`src/rtl/fetch_throttle_pkg.sv`:
```
package fetch_throttle_pkg;
  localparam int CONF_N_DEF  = 15;
  localparam int WIN_LEN_DEF = 4;

  typedef struct packed {
    logic hit;
    logic low;
  } res_info_t;
endpackage

```
`src/rtl/ft_conf_table.sv`:
```
module ft_conf_table #(
  parameter int IDX_W  = 6,
  parameter int CNT_W  = 4,
  parameter int HIST_W = 4,
  parameter int CONF_N = 15
) (
  input  logic             clk_i,
  input  logic             rst_ni,
  input  logic             pred_acc_i,
  input  logic [IDX_W-1:0] pred_pcw_i,
  input  logic             pred_taken_i,
  output logic [IDX_W-1:0] pred_idx_o,
  output logic             cnt_ok_o,
  input  logic             upd_en_i,
  input  logic [IDX_W-1:0] upd_idx_i,
  input  logic             upd_mispred_i
);
  localparam int ENTRIES = 1 << IDX_W;
  localparam logic [CNT_W-1:0] CNT_MAX  = '1;
  localparam logic [CNT_W-1:0] CONF_THR = CNT_W'(CONF_N);

  logic [HIST_W-1:0] hist_q;
  logic [CNT_W-1:0]  ctr_q [ENTRIES];

  assign pred_idx_o = pred_pcw_i ^ IDX_W'(hist_q);
  assign cnt_ok_o   = ctr_q[pred_idx_o] >= CONF_THR;

  always_ff @(posedge clk_i or negedge rst_ni) begin
    if (!rst_ni)         hist_q <= '0;
    else if (pred_acc_i) hist_q <= {hist_q[HIST_W-2:0], pred_taken_i};
  end

  for (genvar g = 0; g < ENTRIES; g++) begin : g_ctr
    always_ff @(posedge clk_i or negedge rst_ni) begin
      if (!rst_ni) ctr_q[g] <= '0;
      else if (upd_en_i && upd_idx_i == IDX_W'(g)) begin
        if (upd_mispred_i)          ctr_q[g] <= '0;
        else if (ctr_q[g] != CNT_MAX) ctr_q[g] <= ctr_q[g] + 1'b1;
      end
    end
  end
endmodule

```
`src/rtl/ft_track_buf.sv`:
```
module ft_track_buf
  import fetch_throttle_pkg::*;
#(
  parameter int TAG_W = 4,
  parameter int IDX_W = 6
) (
  input  logic             clk_i,
  input  logic             rst_ni,
  input  logic             flush_i,
  input  logic             ins_en_i,
  input  logic [TAG_W-1:0] ins_tag_i,
  input  logic             ins_low_i,
  input  logic [IDX_W-1:0] ins_idx_i,
  input  logic             res_valid_i,
  input  logic [TAG_W-1:0] res_tag_i,
  output res_info_t        res_o,
  output logic [IDX_W-1:0] res_idx_o
);
  localparam int SLOTS = 1 << TAG_W;

  logic [SLOTS-1:0] valid_q;
  logic [SLOTS-1:0] low_q;
  logic [IDX_W-1:0] idx_q [SLOTS];

  for (genvar g = 0; g < SLOTS; g++) begin : g_slot
    always_ff @(posedge clk_i or negedge rst_ni) begin
      if (!rst_ni) begin
        valid_q[g] <= 1'b0;
        low_q[g]   <= 1'b0;
        idx_q[g]   <= '0;
      end else if (flush_i) begin
        valid_q[g] <= 1'b0;
      end else if (ins_en_i && ins_tag_i == TAG_W'(g)) begin
        valid_q[g] <= 1'b1;
        low_q[g]   <= ins_low_i;
        idx_q[g]   <= ins_idx_i;
      end else if (res_valid_i && res_tag_i == TAG_W'(g)) begin
        valid_q[g] <= 1'b0;
      end
    end
  end

  assign res_o.hit = res_valid_i & valid_q[res_tag_i];
  assign res_o.low = low_q[res_tag_i];
  assign res_idx_o = idx_q[res_tag_i];
endmodule

```
`src/rtl/ft_gate_ctrl.sv`:
```
module ft_gate_ctrl #(
  parameter int TAG_W   = 4,
  parameter int WIN_LEN = 4,
  parameter int PERF_W  = 32
) (
  input  logic              clk_i,
  input  logic              rst_ni,
  input  logic              pred_acc_i,
  input  logic              pred_low_i,
  input  logic              res_hit_i,
  input  logic              res_low_i,
  input  logic              flush_i,
  input  logic [TAG_W:0]    thr_i,
  input  logic              fetch_req_i,
  output logic              win_act_o,
  output logic [TAG_W:0]    low_cnt_o,
  output logic              gate_o,
  output logic [PERF_W-1:0] perf_gated_o,
  output logic [PERF_W-1:0] perf_low_o,
  output logic [PERF_W-1:0] perf_low_mp_o
);
  localparam int LC_W  = TAG_W + 1;
  localparam int WIN_W = $clog2(WIN_LEN + 1);

  logic [LC_W-1:0]   low_cnt_q;
  logic [WIN_W-1:0]  win_q;
  logic [PERF_W-1:0] gated_q, low_q, low_mp_q;
  logic              add_low, sub_low;

  assign add_low   = pred_acc_i & pred_low_i;
  assign sub_low   = res_hit_i & res_low_i;
  assign win_act_o = win_q != '0;
  assign low_cnt_o = low_cnt_q;
  assign gate_o    = (thr_i != '0) && (low_cnt_q >= thr_i);

  always_ff @(posedge clk_i or negedge rst_ni) begin
    if (!rst_ni) begin
      low_cnt_q <= '0;
      win_q     <= '0;
    end else if (flush_i) begin
      low_cnt_q <= '0;
      win_q     <= WIN_W'(WIN_LEN);
    end else begin
      low_cnt_q <= low_cnt_q + LC_W'(add_low) - LC_W'(sub_low);
      if (pred_acc_i && win_act_o) win_q <= win_q - 1'b1;
    end
  end

  always_ff @(posedge clk_i or negedge rst_ni) begin
    if (!rst_ni) begin
      gated_q  <= '0;
      low_q    <= '0;
      low_mp_q <= '0;
    end else begin
      gated_q  <= gated_q + PERF_W'(fetch_req_i & gate_o);
      low_q    <= low_q + PERF_W'(add_low);
      low_mp_q <= low_mp_q + PERF_W'(flush_i & res_low_i);
    end
  end

  assign perf_gated_o  = gated_q;
  assign perf_low_o    = low_q;
  assign perf_low_mp_o = low_mp_q;
endmodule

```
`src/rtl/fetch_throttle.sv`:
```
module fetch_throttle
  import fetch_throttle_pkg::*;
#(
  parameter int IDX_W   = 6,
  parameter int CNT_W   = 4,
  parameter int HIST_W  = 4,
  parameter int TAG_W   = 4,
  parameter int CONF_N  = CONF_N_DEF,
  parameter int WIN_LEN = WIN_LEN_DEF,
  parameter int PERF_W  = 32
) (
  input  logic              clk_i,
  input  logic              rst_ni,
  input  logic              pred_valid_i,
  input  logic [IDX_W-1:0]  pred_pcw_i,
  input  logic              pred_taken_i,
  input  logic [TAG_W-1:0]  pred_tag_i,
  output logic              pred_conf_o,
  input  logic              res_valid_i,
  input  logic [TAG_W-1:0]  res_tag_i,
  input  logic              res_mispred_i,
  input  logic [TAG_W:0]    gate_thr_i,
  input  logic              fetch_req_i,
  output logic              fetch_gate_o,
  output logic [PERF_W-1:0] perf_gated_o,
  output logic [PERF_W-1:0] perf_low_o,
  output logic [PERF_W-1:0] perf_low_mp_o
);
  logic [IDX_W-1:0] pred_idx, res_idx;
  logic             cnt_ok, win_act, flush, pred_acc, pred_low;
  logic [TAG_W:0]   low_cnt;
  res_info_t        res;

  // a tracked mispredict discards everything in flight, including this cycle's predict
  assign flush       = res.hit & res_mispred_i;
  assign pred_acc    = pred_valid_i & ~flush;
  assign pred_conf_o = cnt_ok & ~win_act;
  assign pred_low    = ~pred_conf_o;

  ft_conf_table #(
    .IDX_W(IDX_W), .CNT_W(CNT_W), .HIST_W(HIST_W), .CONF_N(CONF_N)
  ) i_table (
    .clk_i, .rst_ni,
    .pred_acc_i   (pred_acc),
    .pred_pcw_i   (pred_pcw_i),
    .pred_taken_i (pred_taken_i),
    .pred_idx_o   (pred_idx),
    .cnt_ok_o     (cnt_ok),
    .upd_en_i     (res.hit),
    .upd_idx_i    (res_idx),
    .upd_mispred_i(res_mispred_i)
  );

  ft_track_buf #(.TAG_W(TAG_W), .IDX_W(IDX_W)) i_track (
    .clk_i, .rst_ni,
    .flush_i    (flush),
    .ins_en_i   (pred_acc),
    .ins_tag_i  (pred_tag_i),
    .ins_low_i  (pred_low),
    .ins_idx_i  (pred_idx),
    .res_valid_i(res_valid_i),
    .res_tag_i  (res_tag_i),
    .res_o      (res),
    .res_idx_o  (res_idx)
  );

  ft_gate_ctrl #(.TAG_W(TAG_W), .WIN_LEN(WIN_LEN), .PERF_W(PERF_W)) i_gate (
    .clk_i, .rst_ni,
    .pred_acc_i   (pred_acc),
    .pred_low_i   (pred_low),
    .res_hit_i    (res.hit),
    .res_low_i    (res.low),
    .flush_i      (flush),
    .thr_i        (gate_thr_i),
    .fetch_req_i  (fetch_req_i),
    .win_act_o    (win_act),
    .low_cnt_o    (low_cnt),
    .gate_o       (fetch_gate_o),
    .perf_gated_o (perf_gated_o),
    .perf_low_o   (perf_low_o),
    .perf_low_mp_o(perf_low_mp_o)
  );
endmodule

```
`config.mk`:
```
export PLATFORM = sky130hd
export DESIGN_NAME = fetch_throttle
export DESIGN_NICKNAME = d
export VERILOG_FILES = /design/src/rtl/fetch_throttle_pkg.sv /design/src/rtl/ft_conf_table.sv /design/src/rtl/ft_track_buf.sv /design/src/rtl/ft_gate_ctrl.sv /design/src/rtl/fetch_throttle.sv
export SDC_FILE = /design/constraint.sdc
export NUM_CORES = 1
export LEC_CHECK = 0
export ABC_AREA = 1
export BUFFER_PORTS_ARGS = -buffer_cell sky130_fd_sc_hd__buf_4
export CAP_MARGIN = 20
export CORE_AREA = 2 2 251 253
export CTS_BUF_LIST = sky130_fd_sc_hd__clkbuf_8
export CTS_CLUSTER_SIZE = 20
export DETAILED_ROUTE_END_ITERATION = 8
export DIE_AREA = 0 0 253 255
export HOLD_SLACK_MARGIN = 0.1
export PLACE_DENSITY_LB_ADDON = 0.3
export SLEW_MARGIN = 20
export SYNTH_ARGS = -nofsm -noshare
export SYNTH_HDL_FRONTEND = slang
export SYNTH_SLANG_ARGS = --single-unit
```
`constraint.sdc`:
```
create_clock -name clk_i -period 4.34 [get_ports clk_i]
set_input_delay 0 -clock clk_i [delete_from_list [all_inputs] [get_ports clk_i]]
set_output_delay 0 -clock clk_i [all_outputs]
set_load 0.02 [all_outputs]
```
==> summary.md <==
| Metric | Value |
|---|---|
| CP Launch Type | register |
| Most used cell, CP | nand2_1 |
| Hold-critical path endpoint | i_gate.perf_gated_o[1] |
| R2R Path Start | i_table.hist_q[0] |
| Share of the clock period used by the worst path | between 90% and 100% |
| Global-route wire length before repair | 110000 um |
| Flop-to-flop setup slack | ~0.42 ns |
| Tot Pwr | 12300 uW |
| Number of pins with negative max-slew slack in the final report | 0 |
| Kind of path behind the tightest hold check | in2reg |
| Areal power density over the cells | roughly 400 mW/mm2 |
| Number of different library cells in the post-synthesis netlist | 45 |
| Final WL | 68400 um |
| Setup WS post-layout | ~0.42 ns |
| Highest metal layer with signal wires | met5 |
| Vias per Instance | 5.18 |
| Last weighted congestion value of the routability-driven placer | ~0.85 |
| Placement Cell Area | approximately 0.029 mm2 |
| Floorplan Core Area | about 0.062 mm2 |
| Count of input and output buffers | approximately 120 |
| Synth warnings | 0 |
| Slew at the pin closest to its max-slew limit | between 0.8 and 0.9 ns |
| Number of cells traversed by the worst register-to-register path | 30 |
| Final count of negative-setup-slack endpoints | 0 |
| Fillcell total | 5890 |
| Hold path startpoint | gate_thr_i[3] |
| Hold Path Stages | 6 |
| CP Data Required Time | approximately 4.9 ns |
| DR WL/cell | 15.7 um |
| Number of primary I/O pins | 124 |
| Highest net fanout along the worst path | 29 |
| Root buffer cell | clkbuf_8 |
| Mean area per synthesized cell | about 8.1 um2 |
| Number of flip-flops and latches in the synthesized netlist | 492 |
| Accumulated negative setup slack | 0 ns |
| Die Span X | 253 um |
| Share of cells above drive strength 1 | between 10% and 20% |
| Vias in the first global route | about 21000 |
| Cells after synthesis | about 3300 |
| Clock Skews | roughly 0.032 ns |
| Count of maximum capacitance violations | 0 |
| Final Hold Fails | 0 |
| Final design utilization | about half |
| Total via count in the routed design | approximately 23000 |
| Nature of the critical path endpoint | register |
| HPWL after detailed placement | around 46000 um |
| Setup repair after global routing missed its margin | no |
| Seq/Total Area, Yosys | 45.9% |
| Data arrival, critical path | between 4 and 5 ns |
| Clock buffer count from CTS | a little under 90 |
| Clock tree from TritonCTS | built |
| Wire length on met1 | slightly above 30000 um |
| Drc violations | 0 |
| Worst slack at placement | between 0.09 and 0.1 ns |
| Clock Pin Slew Worst Setup and Hold Paths | ~0.070 ns |
| Violation count after the first detailed-routing iteration | ~1600 |
| Antenna violations before repair | 5 |
| EDFF count, synth | 0 |
| Clock Latency Late Sink | about 0.7 ns |
| Cell type with the highest aggregate area in the netlist | dfrtp_1 |
| Number of levels in the clock H-tree | 3 |
| Layout area overhead | 15.4% |
| Maximum frequency from static timing analysis | about 250 MHz |
| Top-area cell type share of the netlist area | between 40% and 50% |
| Placement row count | 92 |
| Fin nets | 3602 |
| Longest Clk Path Bufs | 3 |
| Clock period minus final worst setup slack | 3.92 ns |
| Global Route Usage Sum | a little over a fifth |
| Library cell with the highest instance count after synthesis | nand2_1 |
| Status | completed |
| # clock sinks | ~490 |
| Count of antenna-violating nets left after detailed routing | 0 |
| Leakage power total | approximately 0.015 uW |
| Sum of met3 wire segment lengths after detailed routing | 4030 um |
| Die footprint | roughly 0.065 mm2 |
| Die height | 255 um |
| Slowest-stage cell, CP | dfrtp_1 |
| Number of nets produced by synthesis | ~3400 |
| Pin count of the biggest net entering global routing | around 130 |
| Aggregate global routing overflow | 0 |
| Top post-synthesis cells by count | 999 x nand2_1, 492 x dfrtp_1, 272 x nand3_1 |
| Length of the first detailed-routing pass in iterations | 7 |
| Layout Cell Area excl Fill | approximately 0.031 mm2 |
| Top flip-flop cell by instance count after synthesis | dfrtp_1 |
| Met2 wire length | between 30000 and 40000 um |
| Area of the mapped netlist | around 0.027 mm2 |
| Reg-to-reg critical path endpoint | i_gate.perf_low_o[24] |
| Synth top area cells | dfrtp_1 46%, nand2_1 14%, nand3_1 5.1% |
| Largest voltage drop on the vdd net | roughly 210 uV |
| Effective utilization at floorplan | approximately 43% |
| Buffer count from post-CTS setup fixing | 0 |
| Worst slew margin relative to its limit | 46.1% |
| Worst Path Class, Setup | reg2reg |
| CP peak stage delay | 0.39 ns |
| Share of flip-flops with an asynchronous set or reset after synthesis | 100% |
## flip-flops by register name, indices dropped and copies added, names as in the netlist, 4 cells and up
name / cells
i_table.ctr_q: 256
i_track.idx_q: 96
i_gate.perf_gated_o: 32
i_gate.perf_low_mp_o: 32
i_gate.perf_low_o: 32
i_track.low_q: 16
i_track.valid_q: 16
i_gate.low_cnt_o: 5
i_table.hist_q: 4
## cells by family (layout without fill, tap and decap cells)
logic type,after synthesis,count (layout),share of synthesized area [%]
simple gates,1808,1808,31.4
flops,492,492,45.9
compound gates,436,436,8.92
buf+inv,340,590,5.17
xor+xnor,147,147,4.80
fa+ha+maj,83,83,3.90
other cells,0,4,0
## per-stage QoR
step / instances / hold WS, ns
after floorplan: 3306 / -0.296
after global placement: 4159 / 0.131
after detailed placement: 4159 / 0.131
after CTS: 4355 / 0.109
after global routing: 4356 / 0.214
final: 4359 / 0.162
## repair_timing
action / 4_1_cts / 5_1_grt
hold endpoints to repair: 637 / 0
gates resized for setup: 0 / 11
setup endpoints to repair: 0 / 11
hold buffers: 42 / 0
## placed cells by master, fill, tap and decap left out, types with 40 or more instances in the layout
cell	n
nor2_1	199
dfrtp_1	492
ha_1	82
buf_4	150
nand2_1	996
a22oi_1	57
or2_2	95
nor3_1	40
nand3_1	272
xor2_1	121
clkbuf_8	110
nand4_1	82
dlygate4sd3_1	41
o21ai_0	226
inv_1	243
o21ai_1	123
## routing by layer
| metal | track usage (%) | up-vias |
|---|---|---|
| li1 | - | 11300 |
| met1 | 28.9 | 10600 |
| met2 | 34.0 | 506 |
| met3 | 4.29 | 127 |
| met4 | 8.00 | 4 |
| met5 | 0 | - |
## worst max path at each step
stage,from,end,slack [ns]
finish,i_table.hist_q[0],i_gate.perf_low_o[24],0.42
floorplan,i_table.hist_q[0],i_gate.perf_low_o[26],0.55
global route,i_table.hist_q[0],i_gate.perf_low_o[29],0.03
global placement,i_table.hist_q[1],i_gate.perf_low_o[26],0.23
detailed placement,i_table.hist_q[0],i_gate.perf_low_o[26],0.1
CTS,i_table.hist_q[0],i_gate.perf_low_o[26],0.09
## power by group
part | switching, uW | internal (uW)
logic | 1510 | 890
registers | 390 | 5120
clock network | 2010 | 2410
total | 3910 | 8420
## critical path, delay by kind of cell (launching register included)
| kind | cells | cell delay (ns) |
|---|---|---|
| xor+xnor | 1 | 0.14 |
| fa+ha+maj | 2 | 0.38 |
| buf+inv | 5 | 0.59 |
| flops | 1 | 0.39 |
| simple gates | 22 | 2.29 |
## final cells by class
class	count	area [um2]	share of cell area, %
antenna	4	10.0	0.0323
inverter	233	885	2.86
timing repair buffer	203	1760	5.69
clock buffer	110	1510	4.89
multi-input combinational	2474	13200	42.7
sequential	492	12300	39.8
clock inverter	44	280	0.905
tap	799	1000	3.23
No activity file was read; power rests on OpenSTA's default activity.
